[config.mk]
export PLATFORM = sky130hd
export DESIGN_NAME = sdc_cmd_seq
export DESIGN_NICKNAME = d
export VERILOG_FILES = /design/src/rtl/sdc_pkg.sv /design/src/rtl/sdc_crc7.sv /design/src/rtl/sdc_resp_cap.sv /design/src/rtl/sdc_cmd_seq.sv
export SDC_FILE = /design/constraint.sdc
export NUM_CORES = 1
export LEC_CHECK = 0
export BUFFER_PORTS_ARGS = -buffer_cell sky130_fd_sc_hd__clkbuf_2
export CELL_PAD_IN_SITES_DETAIL_PLACEMENT = 1
export CELL_PAD_IN_SITES_GLOBAL_PLACEMENT = 1
export CORE_ASPECT_RATIO = 1.5
export CORE_MARGIN = 2
export CORE_UTILIZATION = 35
export DETAILED_ROUTE_END_ITERATION = 16
export PLACE_DENSITY_LB_ADDON = 0.1
export REMOVE_ABC_BUFFERS = 1
export SLEW_MARGIN = 20
export SYNTH_ARGS = -nofsm -noshare
export SYNTH_HDL_FRONTEND = slang
export SYNTH_SLANG_ARGS = --single-unit
[constraint.sdc]
create_clock -name clk -period 6.3 [get_ports clk]
set_clock_uncertainty 0.1 [all_clocks]
set_input_delay 1.26 -clock clk [delete_from_list [all_inputs] [get_ports clk]]
set_output_delay 1.26 -clock clk [all_outputs]
set_load 0.005 [all_outputs]
[src/rtl/sdc_pkg.sv]
package sdc_pkg;

    typedef enum logic [3:0] {
        ST_IDLE     = 4'd0,
        ST_INIT     = 4'd1,
        ST_TX_START = 4'd2,
        ST_TX_DIR   = 4'd3,
        ST_TX_BODY  = 4'd4,
        ST_TX_CRC   = 4'd5,
        ST_TX_END   = 4'd6,
        ST_RX_START = 4'd7,
        ST_RX_IRQ   = 4'd8,
        ST_RX_DIR   = 4'd9,
        ST_RX_IDX   = 4'd10,
        ST_RX_BODY  = 4'd11,
        ST_RX_CRC   = 4'd12,
        ST_RX_END   = 4'd13,
        ST_NCC      = 4'd14,
        ST_TURN     = 4'd15
    } seq_state_e;

    // command word bit positions
    localparam int CW_W        = 32;
    localparam int CW_RESP_BIT = 6;
    localparam int CW_LONG_BIT = 7;
    localparam int CW_CRC_BIT  = 8;
    localparam int CW_INIT_BIT = 15;
    localparam int CW_UPD_BIT  = 21;
    localparam int CW_GO_BIT   = 31;

    localparam int CRC_W = 7;

    // one serial step of x^7 + x^3 + 1
    function automatic logic [CRC_W-1:0] crc7_next(input logic [CRC_W-1:0] c, input logic b);
        logic fb;
        fb = b ^ c[CRC_W-1];
        return {c[CRC_W-2:0], 1'b0} ^ (fb ? 7'h09 : 7'h00);
    endfunction

endpackage

[src/rtl/sdc_crc7.sv]
module sdc_crc7 (
    input  logic       clk,
    input  logic       rst_n,
    input  logic       clr,
    input  logic       en,
    input  logic       din,
    output logic [6:0] crc
);
    logic [6:0] crc_d, crc_q;

    always_comb begin
        crc_d = crc_q;
        if (clr)     crc_d = '0;
        else if (en) crc_d = sdc_pkg::crc7_next(crc_q, din);
    end

    always_ff @(posedge clk or negedge rst_n) begin
        if (!rst_n) crc_q <= '0;
        else        crc_q <= crc_d;
    end

    assign crc = crc_q;
endmodule

[src/rtl/sdc_resp_cap.sv]
module sdc_resp_cap #(
    parameter int W = 128
) (
    input  logic         clk,
    input  logic         rst_n,
    input  logic         clr,
    input  logic         en,
    input  logic         din,
    output logic [W-1:0] q
);
    logic [W-1:0] q_d, q_q;

    always_comb begin
        q_d = q_q;
        if (clr)     q_d = '0;
        else if (en) q_d = {q_q[W-2:0], din};
    end

    always_ff @(posedge clk or negedge rst_n) begin
        if (!rst_n) q_q <= '0;
        else        q_q <= q_d;
    end

    assign q = q_q;
endmodule

[src/rtl/sdc_cmd_seq.sv]
module sdc_cmd_seq
    import sdc_pkg::*;
#(
    parameter int INIT_CLKS = 80,
    parameter int TURN_CLKS = 2,
    parameter int NCC_CLKS  = 8,
    parameter int IDX_W     = 6,
    parameter int ARG_W     = 32,
    parameter int TO_W      = 8,
    parameter int SHORT_PAY = 32,
    parameter int LONG_PAY  = 120,
    localparam int RESP_W   = LONG_PAY + CRC_W + 1
) (
    input  logic              clk,
    input  logic              rst_n,
    input  logic              cmd_wr,
    input  logic [CW_W-1:0]   cmd_word,
    input  logic [ARG_W-1:0]  cmd_arg,
    input  logic [TO_W-1:0]   resp_timeout,
    input  logic              cmd_in,
    output logic              cmd_out,
    output logic              cmd_oe,
    output logic [3:0]        seq_state,
    output logic              cmd_pending,
    output logic              cmd_done,
    output logic [IDX_W-1:0]  resp_index,
    output logic [RESP_W-1:0] resp_data,
    output logic              err_timeout,
    output logic              err_crc,
    output logic              err_start,
    output logic              err_end,
    output logic              err_index
);
    localparam int TXB_W = IDX_W + ARG_W;
    localparam int M1 = (INIT_CLKS > LONG_PAY) ? INIT_CLKS : LONG_PAY;
    localparam int M2 = (M1 > TXB_W) ? M1 : TXB_W;
    localparam int M3 = (M2 > NCC_CLKS) ? M2 : NCC_CLKS;
    localparam int M4 = (M3 > (1 << TO_W)) ? M3 : (1 << TO_W);
    localparam int CNT_W = $clog2(M4 + 1);

    typedef struct packed {
        seq_state_e        state;
        logic [CNT_W-1:0]  cnt;
        logic              go;
        logic [CW_W-1:0]   word;
        logic [ARG_W-1:0]  arg;
        logic [TXB_W-1:0]  tx_sh;
        logic [IDX_W-1:0]  rx_idx;
        logic [IDX_W-1:0]  resp_idx;
        logic [CRC_W-1:0]  rcrc;
        logic              done;
        logic              f_to;
        logic              f_crc;
        logic              f_sbit;
        logic              f_ebit;
        logic              f_idx;
    } seq_regs_t;

    seq_regs_t r_d, r_q;

    logic             crc_clr, crc_en, crc_din;
    logic [CRC_W-1:0] crc_val;
    logic             cap_clr, cap_en;
    logic [TO_W-1:0]  to_last;
    logic             is_long;

    sdc_crc7 u_crc (
        .clk (clk), .rst_n (rst_n), .clr (crc_clr), .en (crc_en),
        .din (crc_din), .crc (crc_val)
    );

    sdc_resp_cap #(.W(RESP_W)) u_cap (
        .clk (clk), .rst_n (rst_n), .clr (cap_clr), .en (cap_en),
        .din (cmd_in), .q (resp_data)
    );

    assign to_last = resp_timeout - TO_W'(1);
    assign is_long = r_q.word[CW_LONG_BIT];

    always_comb begin
        r_d     = r_q;
        r_d.done = 1'b0;
        crc_clr = 1'b0;
        crc_en  = 1'b0;
        crc_din = 1'b0;
        cap_clr = 1'b0;
        cap_en  = 1'b0;
        cmd_oe  = 1'b0;
        cmd_out = 1'b1;
        case (r_q.state)
            ST_IDLE: begin
                if (cmd_wr && !r_q.go) begin
                    r_d.go   = cmd_word[CW_GO_BIT];
                    r_d.word = cmd_word;
                    r_d.arg  = cmd_arg;
                end else if (r_q.go) begin
                    r_d.go     = 1'b0;
                    r_d.f_to   = 1'b0;
                    r_d.f_crc  = 1'b0;
                    r_d.f_sbit = 1'b0;
                    r_d.f_ebit = 1'b0;
                    r_d.f_idx  = 1'b0;
                    if (r_q.word[CW_UPD_BIT]) begin
                        r_d.done = 1'b1;
                    end else begin
                        crc_clr   = 1'b1;
                        cap_clr   = 1'b1;
                        r_d.tx_sh = {r_q.word[IDX_W-1:0], r_q.arg};
                        if (r_q.word[CW_INIT_BIT]) begin
                            r_d.state = ST_INIT;
                            r_d.cnt   = CNT_W'(INIT_CLKS - 1);
                        end else begin
                            r_d.state = ST_TX_START;
                        end
                    end
                end
            end
            ST_INIT: begin
                cmd_oe = 1'b1;
                if (r_q.cnt == '0) r_d.state = ST_TX_START;
                else               r_d.cnt   = r_q.cnt - CNT_W'(1);
            end
            ST_TX_START: begin
                cmd_oe    = 1'b1;
                cmd_out   = 1'b0;
                crc_en    = 1'b1;
                crc_din   = 1'b0;
                r_d.state = ST_TX_DIR;
            end
            ST_TX_DIR: begin
                cmd_oe    = 1'b1;
                crc_en    = 1'b1;
                crc_din   = 1'b1;
                r_d.state = ST_TX_BODY;
                r_d.cnt   = CNT_W'(TXB_W - 1);
            end
            ST_TX_BODY: begin
                cmd_oe    = 1'b1;
                cmd_out   = r_q.tx_sh[TXB_W-1];
                crc_en    = 1'b1;
                crc_din   = r_q.tx_sh[TXB_W-1];
                r_d.tx_sh = {r_q.tx_sh[TXB_W-2:0], 1'b0};
                if (r_q.cnt == '0) begin
                    r_d.state = ST_TX_CRC;
                    r_d.cnt   = CNT_W'(CRC_W - 1);
                end else begin
                    r_d.cnt = r_q.cnt - CNT_W'(1);
                end
            end
            ST_TX_CRC: begin
                cmd_oe  = 1'b1;
                cmd_out = crc_val[r_q.cnt[2:0]];
                if (r_q.cnt == '0) r_d.state = ST_TX_END;
                else               r_d.cnt   = r_q.cnt - CNT_W'(1);
            end
            ST_TX_END: begin
                cmd_oe  = 1'b1;
                crc_clr = 1'b1;
                if (r_q.word[CW_RESP_BIT]) begin
                    r_d.state = ST_TURN;
                    r_d.cnt   = CNT_W'(TURN_CLKS - 1);
                end else begin
                    r_d.done  = 1'b1;
                    r_d.state = ST_NCC;
                    r_d.cnt   = CNT_W'(NCC_CLKS - 1);
                end
            end
            ST_TURN: begin
                if (r_q.cnt == '0) begin
                    r_d.state = ST_RX_START;
                    r_d.cnt   = '0;
                end else begin
                    r_d.cnt = r_q.cnt - CNT_W'(1);
                end
            end
            ST_RX_START: begin
                if (!cmd_in) begin
                    crc_en    = !is_long;
                    crc_din   = 1'b0;
                    r_d.state = ST_RX_DIR;
                end else if (r_q.cnt[TO_W-1:0] == to_last) begin
                    r_d.f_to  = 1'b1;
                    r_d.done  = 1'b1;
                    r_d.state = ST_NCC;
                    r_d.cnt   = CNT_W'(NCC_CLKS - 1);
                end else begin
                    r_d.cnt = r_q.cnt + CNT_W'(1);
                end
            end
            ST_RX_DIR: begin
                r_d.f_sbit = cmd_in;
                crc_en     = !is_long;
                crc_din    = cmd_in;
                r_d.state  = ST_RX_IDX;
                r_d.cnt    = CNT_W'(IDX_W - 1);
            end
            ST_RX_IDX: begin
                crc_en     = !is_long;
                crc_din    = cmd_in;
                r_d.rx_idx = {r_q.rx_idx[IDX_W-2:0], cmd_in};
                if (r_q.cnt == '0) begin
                    r_d.resp_idx = {r_q.rx_idx[IDX_W-2:0], cmd_in};
                    r_d.state    = ST_RX_BODY;
                    r_d.cnt      = is_long ? CNT_W'(LONG_PAY - 1) : CNT_W'(SHORT_PAY - 1);
                end else begin
                    r_d.cnt = r_q.cnt - CNT_W'(1);
                end
            end
            ST_RX_BODY: begin
                cap_en  = 1'b1;
                crc_en  = 1'b1;
                crc_din = cmd_in;
                if (r_q.cnt == '0) begin
                    r_d.state = ST_RX_CRC;
                    r_d.cnt   = CNT_W'(CRC_W - 1);
                end else begin
                    r_d.cnt = r_q.cnt - CNT_W'(1);
                end
            end
            ST_RX_CRC: begin
                cap_en   = is_long;
                r_d.rcrc = {r_q.rcrc[CRC_W-2:0], cmd_in};
                if (r_q.cnt == '0) r_d.state = ST_RX_END;
                else               r_d.cnt   = r_q.cnt - CNT_W'(1);
            end
            ST_RX_END: begin
                cap_en     = is_long;
                r_d.f_ebit = !cmd_in;
                r_d.f_crc  = r_q.word[CW_CRC_BIT] && (r_q.rcrc != crc_val);
                r_d.f_idx  = !is_long && (r_q.resp_idx != r_q.word[IDX_W-1:0]);
                r_d.done   = 1'b1;
                r_d.state  = ST_NCC;
                r_d.cnt    = CNT_W'(NCC_CLKS - 1);
            end
            ST_NCC: begin
                if (r_q.cnt == '0) r_d.state = ST_IDLE;
                else               r_d.cnt   = r_q.cnt - CNT_W'(1);
            end
            default: r_d.state = ST_IDLE;
        endcase
    end

    always_ff @(posedge clk or negedge rst_n) begin
        if (!rst_n) begin
            r_q       <= '0;
            r_q.state <= ST_IDLE;
        end else begin
            r_q <= r_d;
        end
    end

    assign seq_state   = r_q.state;
    assign cmd_pending = r_q.go;
    assign cmd_done    = r_q.done;
    assign resp_index  = r_q.resp_idx;
    assign err_timeout = r_q.f_to;
    assign err_crc     = r_q.f_crc;
    assign err_start   = r_q.f_sbit;
    assign err_end     = r_q.f_ebit;
    assign err_index   = r_q.f_idx;

    AST_DONE_PULSE: assert property (@(posedge clk) disable iff (!rst_n)
        cmd_done |=> !cmd_done);

    AST_GO_CLEARS: assert property (@(posedge clk) disable iff (!rst_n)
        (seq_state == ST_IDLE && cmd_pending) |=> !cmd_pending);

    AST_UPD_SILENT: assert property (@(posedge clk) disable iff (!rst_n)
        (seq_state == ST_IDLE && cmd_pending && r_q.word[CW_UPD_BIT])
        |=> (cmd_done && seq_state == ST_IDLE && !cmd_oe));

    AST_TIMEOUT_DONE: assert property (@(posedge clk) disable iff (!rst_n)
        $rose(err_timeout) |-> cmd_done);

    AST_INIT_TO_FRAME: assert property (@(posedge clk) disable iff (!rst_n)
        (seq_state == ST_INIT && r_q.cnt == '0) |=> seq_state == ST_TX_START);

    AST_NO_IRQ_STATE: assert property (@(posedge clk) disable iff (!rst_n)
        seq_state != ST_RX_IRQ);

    AST_NCC_AFTER_DONE: assert property (@(posedge clk) disable iff (!rst_n)
        (cmd_done && cmd_oe == 1'b0 && seq_state != ST_IDLE) |-> seq_state == ST_NCC);

endmodule

# After elaboration in Yosys (flattened, before gate mapping)
# Cells that the tools add are included.
[op_classes]
addsub = 3
n_lt_le_gt_ge = 1
n_eq_ne = 33
n_mux = 59
bitwise = 2
n_reduce_logical = 30
[ops]
columns = ["cell", "count"]
rows = [
  ["$mux W128", 2],
  ["$mux W38", 3],
  ["$pmux W9 S10", 1],
  ["$pmux W38 S2", 1],
  ["$mux W9", 7],
  ["$pmux W4 S15", 1],
  ["$mux W4", 11],
  ["$ne A2 B2 Y1 const B", 15],
  ["$eq A4 B4 Y1 const B", 7],
  ["$mux W13", 2],
  ["$mux W7", 3],
  ["$eq A4 B3 Y1 const B", 4],
  ["$mux W14", 1],
  ["$mux W6", 2],
  ["$reduce_and A12 Y1", 1],
  ["$reduce_bool A2 Y1", 6],
  ["$mux W1", 10],
  ["$mux W10", 1],
  ["$pmux W1 S2", 5],
  ["$reduce_bool A10 Y1", 1],
  ["$add A9 B1 Y9 const B", 1],
  ["$logic_not A9 Y1", 1],
  ["$pmux W1 S3", 3],
  ["$sub A9 B1 Y9 const B", 1],
  ["26 further kinds", 38],
]
[totals]
register_bits = 265
in_bits = 76
elab_cells = 145

# Depth between registers and ports, before layout
# Gate-level depths: netlist of run 1.
[depth]
ltp_word = 8
ltp_mapped = 10
ltp_nobuf = 8

# By module
# From an unflattened synthesis of run 1, not the netlist that was laid out.
[unflattened]
hier_cells = 1048
area_unflattened_um2 = 11957.7
[by_module_without_submodules]
columns = ["module", "n_inst", "cells_each", "area_per_inst_um2", "seq_area_each_um2"]
rows = [
  ["sdc_cmd_seq", 1, 608, 6357.3, 2977.9],
  ["sdc_resp_cap", 1, 412, 5292.6, 3203.1],
  ["sdc_crc7", 1, 28, 307.8, 175.2],
]

# Worst setup path after synthesis of run 1
# OpenSTA, ideal clock, no wires.
[synth_path]
path_type = "input -> register"
from = "input port resp_timeout[0]"
to = "register r_q, in the netlist seq_state[0]"
t_arrival_ps = 2950
slack_ps = 3124
cell_stages = 8
path_buffers = 0
path_cell_list = "inv_1 ha_1 or3b_1 o31a_1 o2111ai_1 o21bai_1 o21a_2 mux2_4"
[synth_via]
elab_chain_len = 4
[synth_lines]
columns = ["item", "line_no", "text"]
rows = [
  ["start, declared", "sdc_cmd_seq.sv:19", "input logic [TO_W-1:0] resp_timeout,"],
  ["$sub A8 B1 Y8", "sdc_cmd_seq.sv:77", "assign to_last = resp_timeout - TO_W'(1);"],
  ["$eq A8 B8 Y1", "sdc_cmd_seq.sv:181", "end else if (r_q.cnt[TO_W-1:0] == to_last) begin"],
  ["$ne A3 B3 Y1 (no source line)", "-", ""],
  ["$reduce_and A12 Y1 (no source line)", "-", ""],
  ["end signal, assigned", "sdc_cmd_seq.sv:248", "r_q <= r_d;"],
  ["end, declared", "sdc_cmd_seq.sv:59", "seq_regs_t r_d, r_q;"],
]
# No other way between the ends.
# A chain may end at the register's enable or synchronous reset.

# Worst setup path after layout of run 1
[layout_path]
from = "register r_q[128] in the netlist's numbering"
to = "output port cmd_out"
[layout_via]
elab_chain_len = 3
[layout_lines]
columns = ["item", "line_no", "text"]
rows = [
  ["$bmux W1 S3", "sdc_cmd_seq.sv:152", "cmd_out = crc_val[r_q.cnt[2:0]];"],
  ["$mux W1 (implied by the code)", "sdc_cmd_seq.sv:152", ""],
  ["$pmux W1 S3", "sdc_cmd_seq.sv:90", "case (r_q.state)"],
  ["end, declared", "sdc_cmd_seq.sv:21", "output logic cmd_out,"],
]
# No other way between the ends. The select of a mux whose other input is x is not followed.

==> results.json, run 1 <==
{
  "cpPeakStageDelay_ns": 0.65,
  "drc": 0,
  "cts_resized": 0,
  "regArea_sq_mm": 0.006356,
  "worstSkewPairLatency_ns": 0.56,
  "die_w_um": 152.4,
  "outcome": "completed",
  "multiInputGateArea_sq_mm": 0.004760,
  "cp-endpoint": "cmd_out",
  "grt_max_degree": 155,
  "vias": 8987,
  "totalWireLength_um": 30270,
  "clock_sinks": 254,
  "final_common_cell": "nand2_1",
  "dp_hpwl_um": 19570,
  "synth.area.top_cells": "dfrtp_1, nand2_1, a21oi_1",
  "rsz0062_at_grt": "no",
  "drive_gt1_share_pct": 25.51,
  "ys.flop_type": "dfrtp_1",
  "rows": 81,
  "numCtsBuffers": 27,
  "finalMaxSlewViolations": 0,
  "async_reset_ff_share_pct": 100.0,
  "critPathRequiredTime_ns": 4.94,
  "layout.nets": 1395,
  "syn_to_final_growth_pct": 18.77,
  "antenna_left": 0,
  "cp-startpoint": "r_q[128]",
  "total_power_mw": 5.596,
  "maxCapViolCount": 0,
  "fmax_ghz": 0.2588,
  "setup_viol": 0,
  "reg2reg_depth": 7,
  "yosysUniqueCellTypes": 76,
  "syn_inst": 1162,
  "root_buffer": "clkbuf_16",
  "cts_setup_buffers": 0,
  "r2r_start": "r_q[128]",
  "hold_class": "reg -> reg",
  "hold_violations": 0,
  "met2_usage_pct": 30.30,
  "gr-max-usage-layer": "met2",
  "yosysSeqAreaShare_pct": 54.95,
  "via_per_inst": 5.141,
  "period_share_pct": 61.33,
  "overflow": 0,
  "synth.top_cell.area_share_pct": 54.95,
  "wl_per_cell_um": 17.32,
  "grt_pass1_wl_um": 49330,
  "ys_ff_latch": 254,
  "use_met3_pct": 2.886,
  "cts_hold_buf": 0,
  "die-area_sq_mm": 0.03455,
  "die_h_um": 226.7,
  "critPathSlowestCell": "dfrtp_1",
  "critPathMaxFanout": 13,
  "gp_congestion": 0.7550,
  "reg2reg_slack_ns": 3.21,
  "drt_iter0_drc": 447,
  "yosys_warnings": 0,
  "path_clk_slew_ns": 0.06,
  "grt_pass1_vias": 9227,
  "syn_area_sq_mm": 0.01157,
  "arrival_ns": 2.50,
  "cts_tree": "built",
  "grt_usage_pct": 17.26,
  "insertedDiodeCount": 0,
  "setup.worst_path.class": "reg -> out",
  "start_util_pct": 35.45,
  "antenna_found_initial": 0,
  "n_fill_cell": 3763,
  "drt_pass1_iterations": 4,
  "period_minus_slack_ns": 3.864,
  "core_region_area_sq_mm": 0.03263,
  "yosys.area.top_type": "dfrtp_1",
  "tightest_slew_ns": 1.008,
  "ios": 223,
  "finalSetupTns_ns": 0,
  "crit_chain": "mux4_2, o21ai_0, a21oi_1, o22ai_1, nand2_1, clkbuf_2",
  "slew_headroom_pct": 32.30,
  "start_kind": "flop",
  "timing.rr.end": "r_q[134]",
  "use_met1_pct": 22.17,
  "final_cell_mix": "nand2_1, dfrtp_1, clkbuf_2",
  "leakage_nw": 6.340,
  "synth_area_per_cell_sq_um": 9.955,
  "cts_buffer_depth": 3,
  "h-tree-depth": 1,
  "port_buffers": 202,
  "p_per_area_mw_per_mm2": 407.3,
  "vdd_drop_max_mv": 0.2412,
  "endpoint_kind": "output port",
  "synth_edf_count": 0
}
[layout make-up]
cell class	count	area share, %
clock buffers	37	5.628
clock inverters	9	1.056
inverters	11	0.3005
multi-input cells	807	34.64
flip-flops and latches	254	46.27
well taps	415	3.780
repair buffers	215	8.324
[synthesized netlist by cell type (6+ instances only)]
cell type and count:
a21oi_1 143, nand2b_1 8, xor2_1 10, inv_1 10, o22ai_1 7, buf_1 6, nor3_1 6, nand3_1 13
dfrtp_1 254, buf_4 15, xnor2_1 18, o21ai_0 50, nor2_1 25, nor2b_1 6, clkbuf_1 42, a22o_1 13
buf_2 26, mux2_2 60, mux2i_1 39, nand2_1 315
[cell families after synthesis]
kind of cell,share of synthesized area (%)
AND/OR/NAND/NOR,14.99
AO/OA/AOI/OAI,13.64
buffers and inverters,4.110
XOR/XNOR,2.315
adder cells (fa/ha/maj),0.3245
multiplexers,9.670
flip-flops,54.95
[flip-flops by register name, summed over array words and instances, names as in the netlist]
register and flops:
err_start 1, err_timeout 1, resp_index 6, err_crc 1
is_long 1, u_cap.q 128, err_end 1, cmd_done 1
r_q 101, u_crc.crc 7, seq_state 4, cmd_pending 1
err_index 1
[report_power, final]
part | internal, mW | total [mW] | switching (mW)
Clock | 0.983 | 1.66 | 0.680
Sequential | 1.96 | 2.25 | 0.295
Combinational | 0.696 | 1.68 | 0.986
Total | 3.63 | 5.60 | 1.96
[through the flow]
step	hold WS [ns]	util, %	worst slack, ns	cells	instance area (sq um)
CTS	0.3885	42.10	2.386	1748	13740
detailed placement	0.3756	39.28	2.602	1702	12820
global placement	0.3607	39.28	2.703	1702	12820
global route	0.4169	42.10	2.304	1748	13740
floorplan	0.3436	-	-2.299	1072	11130
finish	0.3818	42.10	2.436	1748	13740
[worst min-delay path by stage]
stage	start	to	slack, ns	depth (start not counted)
2_1_floorplan	r_q[25]	r_q[26]	0.34	2
3_3_place_gp	r_q[45]	r_q[46]	0.36	2
3_5_place_dp	r_q[32]	r_q[33]	0.38	2
4_1_cts	r_q[25]	r_q[26]	0.39	2
5_1_grt	r_q[39]	r_q[40]	0.42	2
6_report	r_q[32]	r_q[33]	0.38	2
[layer usage]
metal / wire, um / part of all wire [%]
met5: 0 / 0
met4: 572 / 1.9
met3: 1398 / 4.6
met2: 15060 / 50
met1: 13230 / 44
[worst max-delay path: cells and delay by family, from the launching register on]
family | cells | cell delay [ns]
AND/OR/NAND/NOR | 1 | 0.10
multiplexers | 1 | 0.56
buffers and inverters | 1 | 0.13
AO/OA/AOI/OAI | 3 | 0.51
flip-flops | 1 | 0.65
Note: power is estimated with default switching activity, not from simulation.
==> run 2: changes to the inputs <==
--- a/config.mk
+++ b/config.mk
@@ -5,6 +5,7 @@
 export SDC_FILE = /design/constraint.sdc
 export NUM_CORES = 1
 export LEC_CHECK = 0
+export ABC_AREA = 1
 export BUFFER_PORTS_ARGS = -buffer_cell sky130_fd_sc_hd__clkbuf_2
 export CELL_PAD_IN_SITES_DETAIL_PLACEMENT = 1
 export CELL_PAD_IN_SITES_GLOBAL_PLACEMENT = 1
==> constraint.sdc (replaced) <==
create_clock -name clk -period 3.95 [get_ports clk]
set_clock_uncertainty 0.1 [all_clocks]
set_input_delay 0.79 -clock clk [delete_from_list [all_inputs] [get_ports clk]]
set_output_delay 0.79 -clock clk [all_outputs]
set_load 0.005 [all_outputs]
==> results.json, run 2 <==
{
  "outcome": "completed",
  "endpoint_kind": "output port",
  "critPathRequiredTime_ns": 3.06,
  "grt_max_degree": 99,
  "drive_gt1_share_pct": 27.35,
  "crit_chain": "inv_1, a21oi_1, o21ai_0, nand3_1, o2111ai_1, nand3_1, clkbuf_2",
  "tightest_slew_ns": 1.000,
  "p_int_mw": 5.839,
  "antenna_left": 0,
  "wl_per_cell_um": 17.54,
  "cts_tree": "built",
  "setup.worst_path.class": "reg -> out",
  "power_frac_comb_pct": 34.3,
  "p_sw_mw": 3.593,
  "drt_iter0_drc": 386,
  "fin_util_pct": 42.17,
  "clkPwrFrac_pct": 27.0,
  "root_buffer": "clkbuf_16",
  "yosysMostFrequentCell": "dfrtp_1",
  "arrival_ns": 2.05,
  "crit_family": "flip-flops",
  "rsz0062_at_grt": "no",
  "synth.area.top_cells": "dfrtp_1, inv_1, nand2_1",
  "period_minus_slack_ns": 2.939,
  "ios": 223,
  "die-area_sq_mm": 0.03558,
  "grt_usage_pct": 18.61,
  "die_h_um": 230.0,
  "dp_hpwl_um": 22760,
  "gp_congestion": 0.8337,
  "h-tree-depth": 1,
  "synth.top_cell.area_share_pct": 53.32,
  "async_reset_ff_share_pct": 100.0,
  "ys_ff_latch": 254,
  "cts_setup_buffers": 0,
  "holdWs_ns": 0.1553,
  "fin_cells": 1876,
  "critical_path_buf_inv_count": 2,
  "rows": 82,
  "dp.cells": 1825,
  "syn_area_sq_mm": 0.01192,
  "antenna_found_initial": 2,
  "slew_headroom_pct": 33.32,
  "worstSkewPairLatency_ns": 0.56,
  "grt_pass1_wl_um": 53270,
  "setup_viol": 0,
  "synth_edf_count": 0,
  "grt_pass1_vias": 9769,
  "critPathSlowestCell": "dfrtp_1",
  "vdd_drop_max_mv": 0.3731,
  "critPathMaxFanout": 10,
  "finalSetupTns_ns": 0,
  "maxCapViolCount": 0,
  "cpPeakStageDelay_ns": 0.58,
  "drc": 0,
  "syn_inst": 1268,
  "layout.nets": 1514,
  "path_clk_slew_ns": 0.07,
  "vias": 9399,
  "start_util_pct": 35.64,
  "via_per_inst": 5.010,
  "seqPwrFrac_pct": 38.7,
  "p_per_area_mw_per_mm2": 668.7,
  "cts_resized": 0,
  "numCtsBuffers": 27,
  "largest_register_ffs": 128,
  "synth_area_per_cell_sq_um": 9.401,
  "final_common_cell": "dfrtp_1",
  "hold_class": "in -> async",
  "yosys.area.top_type": "dfrtp_1",
  "start_kind": "flop",
  "yosysSeqAreaShare_pct": 53.32,
  "clock_sinks": 254,
  "yosysUniqueCellTypes": 41,
  "finalMaxSlewViolations": 0,
  "period_share_pct": 74.42,
  "core_region_area_sq_mm": 0.03345,
  "hold_violations": 0,
  "drt_pass1_iterations": 4,
  "syn_to_final_growth_pct": 18.33,
  "port_buffers": 202,
  "postPlaceCellArea_sq_mm": 0.01318,
  "leakage_nw": 6.833,
  "overflow": 0,
  "ys.flop_type": "dfrtp_1",
  "swShare_pct": 38.09,
  "cts_hold_buf": 0,
  "final_area_sq_mm": 0.01410,
  "die_w_um": 154.7,
  "synth_commonest_cells": "dfrtp_1, inv_1, nand2_1, nand3_1, o22ai_1",
  "worst_path_most_repeated_cell": "nand3_1",
  "fmax_ghz": 0.3402,
  "final_cell_mix": "dfrtp_1, inv_1, clkbuf_2",
  "cts_buffer_depth": 3,
  "totalWireLength_um": 32910,
  "yosys_warnings": 0
}
## run 2: cell count changes after synthesis, sizes merged, moves of 47 or more
cell,change
a21oi,-120
o22ai,+69
nand2,-133
inv,+202
nand3,+101
o21ai,+47
## run 2: layout make-up
type                            count  area (sq um)
Multi-Input combinational cell    722          4348
Inverter                          214         808.3
Antenna cell                        1         2.502
Tap cell                          420         525.5
Fill cell                        3881         19340
Clock buffer                       38         787.0
Clock inverter                     11         106.4
Sequential cell                   254          6356
Timing Repair Buffer              216          1171
## run 2: worst paths after layout
path                              from          end  slack, ns  cells past startpoint
max                           r_q[128]      cmd_out       1.01                      7
min                              rst_n  u_cap.q[77]       0.16                      1
max reg2reg                   r_q[128]     r_q[129]       1.07                     10
min reg2reg                err_timeout  err_timeout       0.39                      2
max in group asynchronous        rst_n      r_q[44]       2.62                      2
min in group clk            cmd_arg[3]      r_q[66]       0.36                      2
## run 2: power groups by stage
stage / Clock [mW] / Sequential, mW / Combinational [mW]
2_1_floorplan: 0 / 3.56 / 2.38
3_3_place_gp: 0 / 3.68 / 3.20
3_5_place_dp: 0 / 3.70 / 3.28
4_1_cts: 2.66 / 3.66 / 3.29
5_1_grt: 2.75 / 3.73 / 3.68
6_report: 2.55 / 3.65 / 3.24
## run 2: worst register-to-register path: stages, from the launching register on
cell     delay [ns]
dfrtp_1        0.58
inv_1          0.19
ha_1           0.29
nand3_1        0.16
nor2_1         0.08
nand2_1        0.22
nor2_2         0.09
nor2_2         0.47
inv_1          0.31
nor2_1         0.18
a21oi_1        0.07
## run 2: per-stage QoR
step	setup WS (ns)	total power [mW]
2_1_floorplan	-1.208	5.943
3_3_place_gp	0.9853	6.888
3_5_place_dp	0.9601	6.976
4_1_cts	1.004	9.600
5_1_grt	0.8475	10.16
6_report	1.011	9.432
## run 2: cell families after synthesis
logic type,share of synthesized area (%)
buffers and inverters,10.38
and+or+nand+nor,14.23
xor gates and xnor gates,1.984
muxes,3.684
AOI/OAI and AO/OA,16.08
adders and majority gates,0.3149
DFF,53.32
## run 2: per-layer routing
metal  vias to the layer above  share of wire, %  global-route usage (%)
li1                       4526                 -                       -
met1                      4664                41                   22.62
met2                       164                52                   32.98
met3                        43               4.7                   3.882
met4                         2               2.7                   5.700
met5                         -             0.039                       0
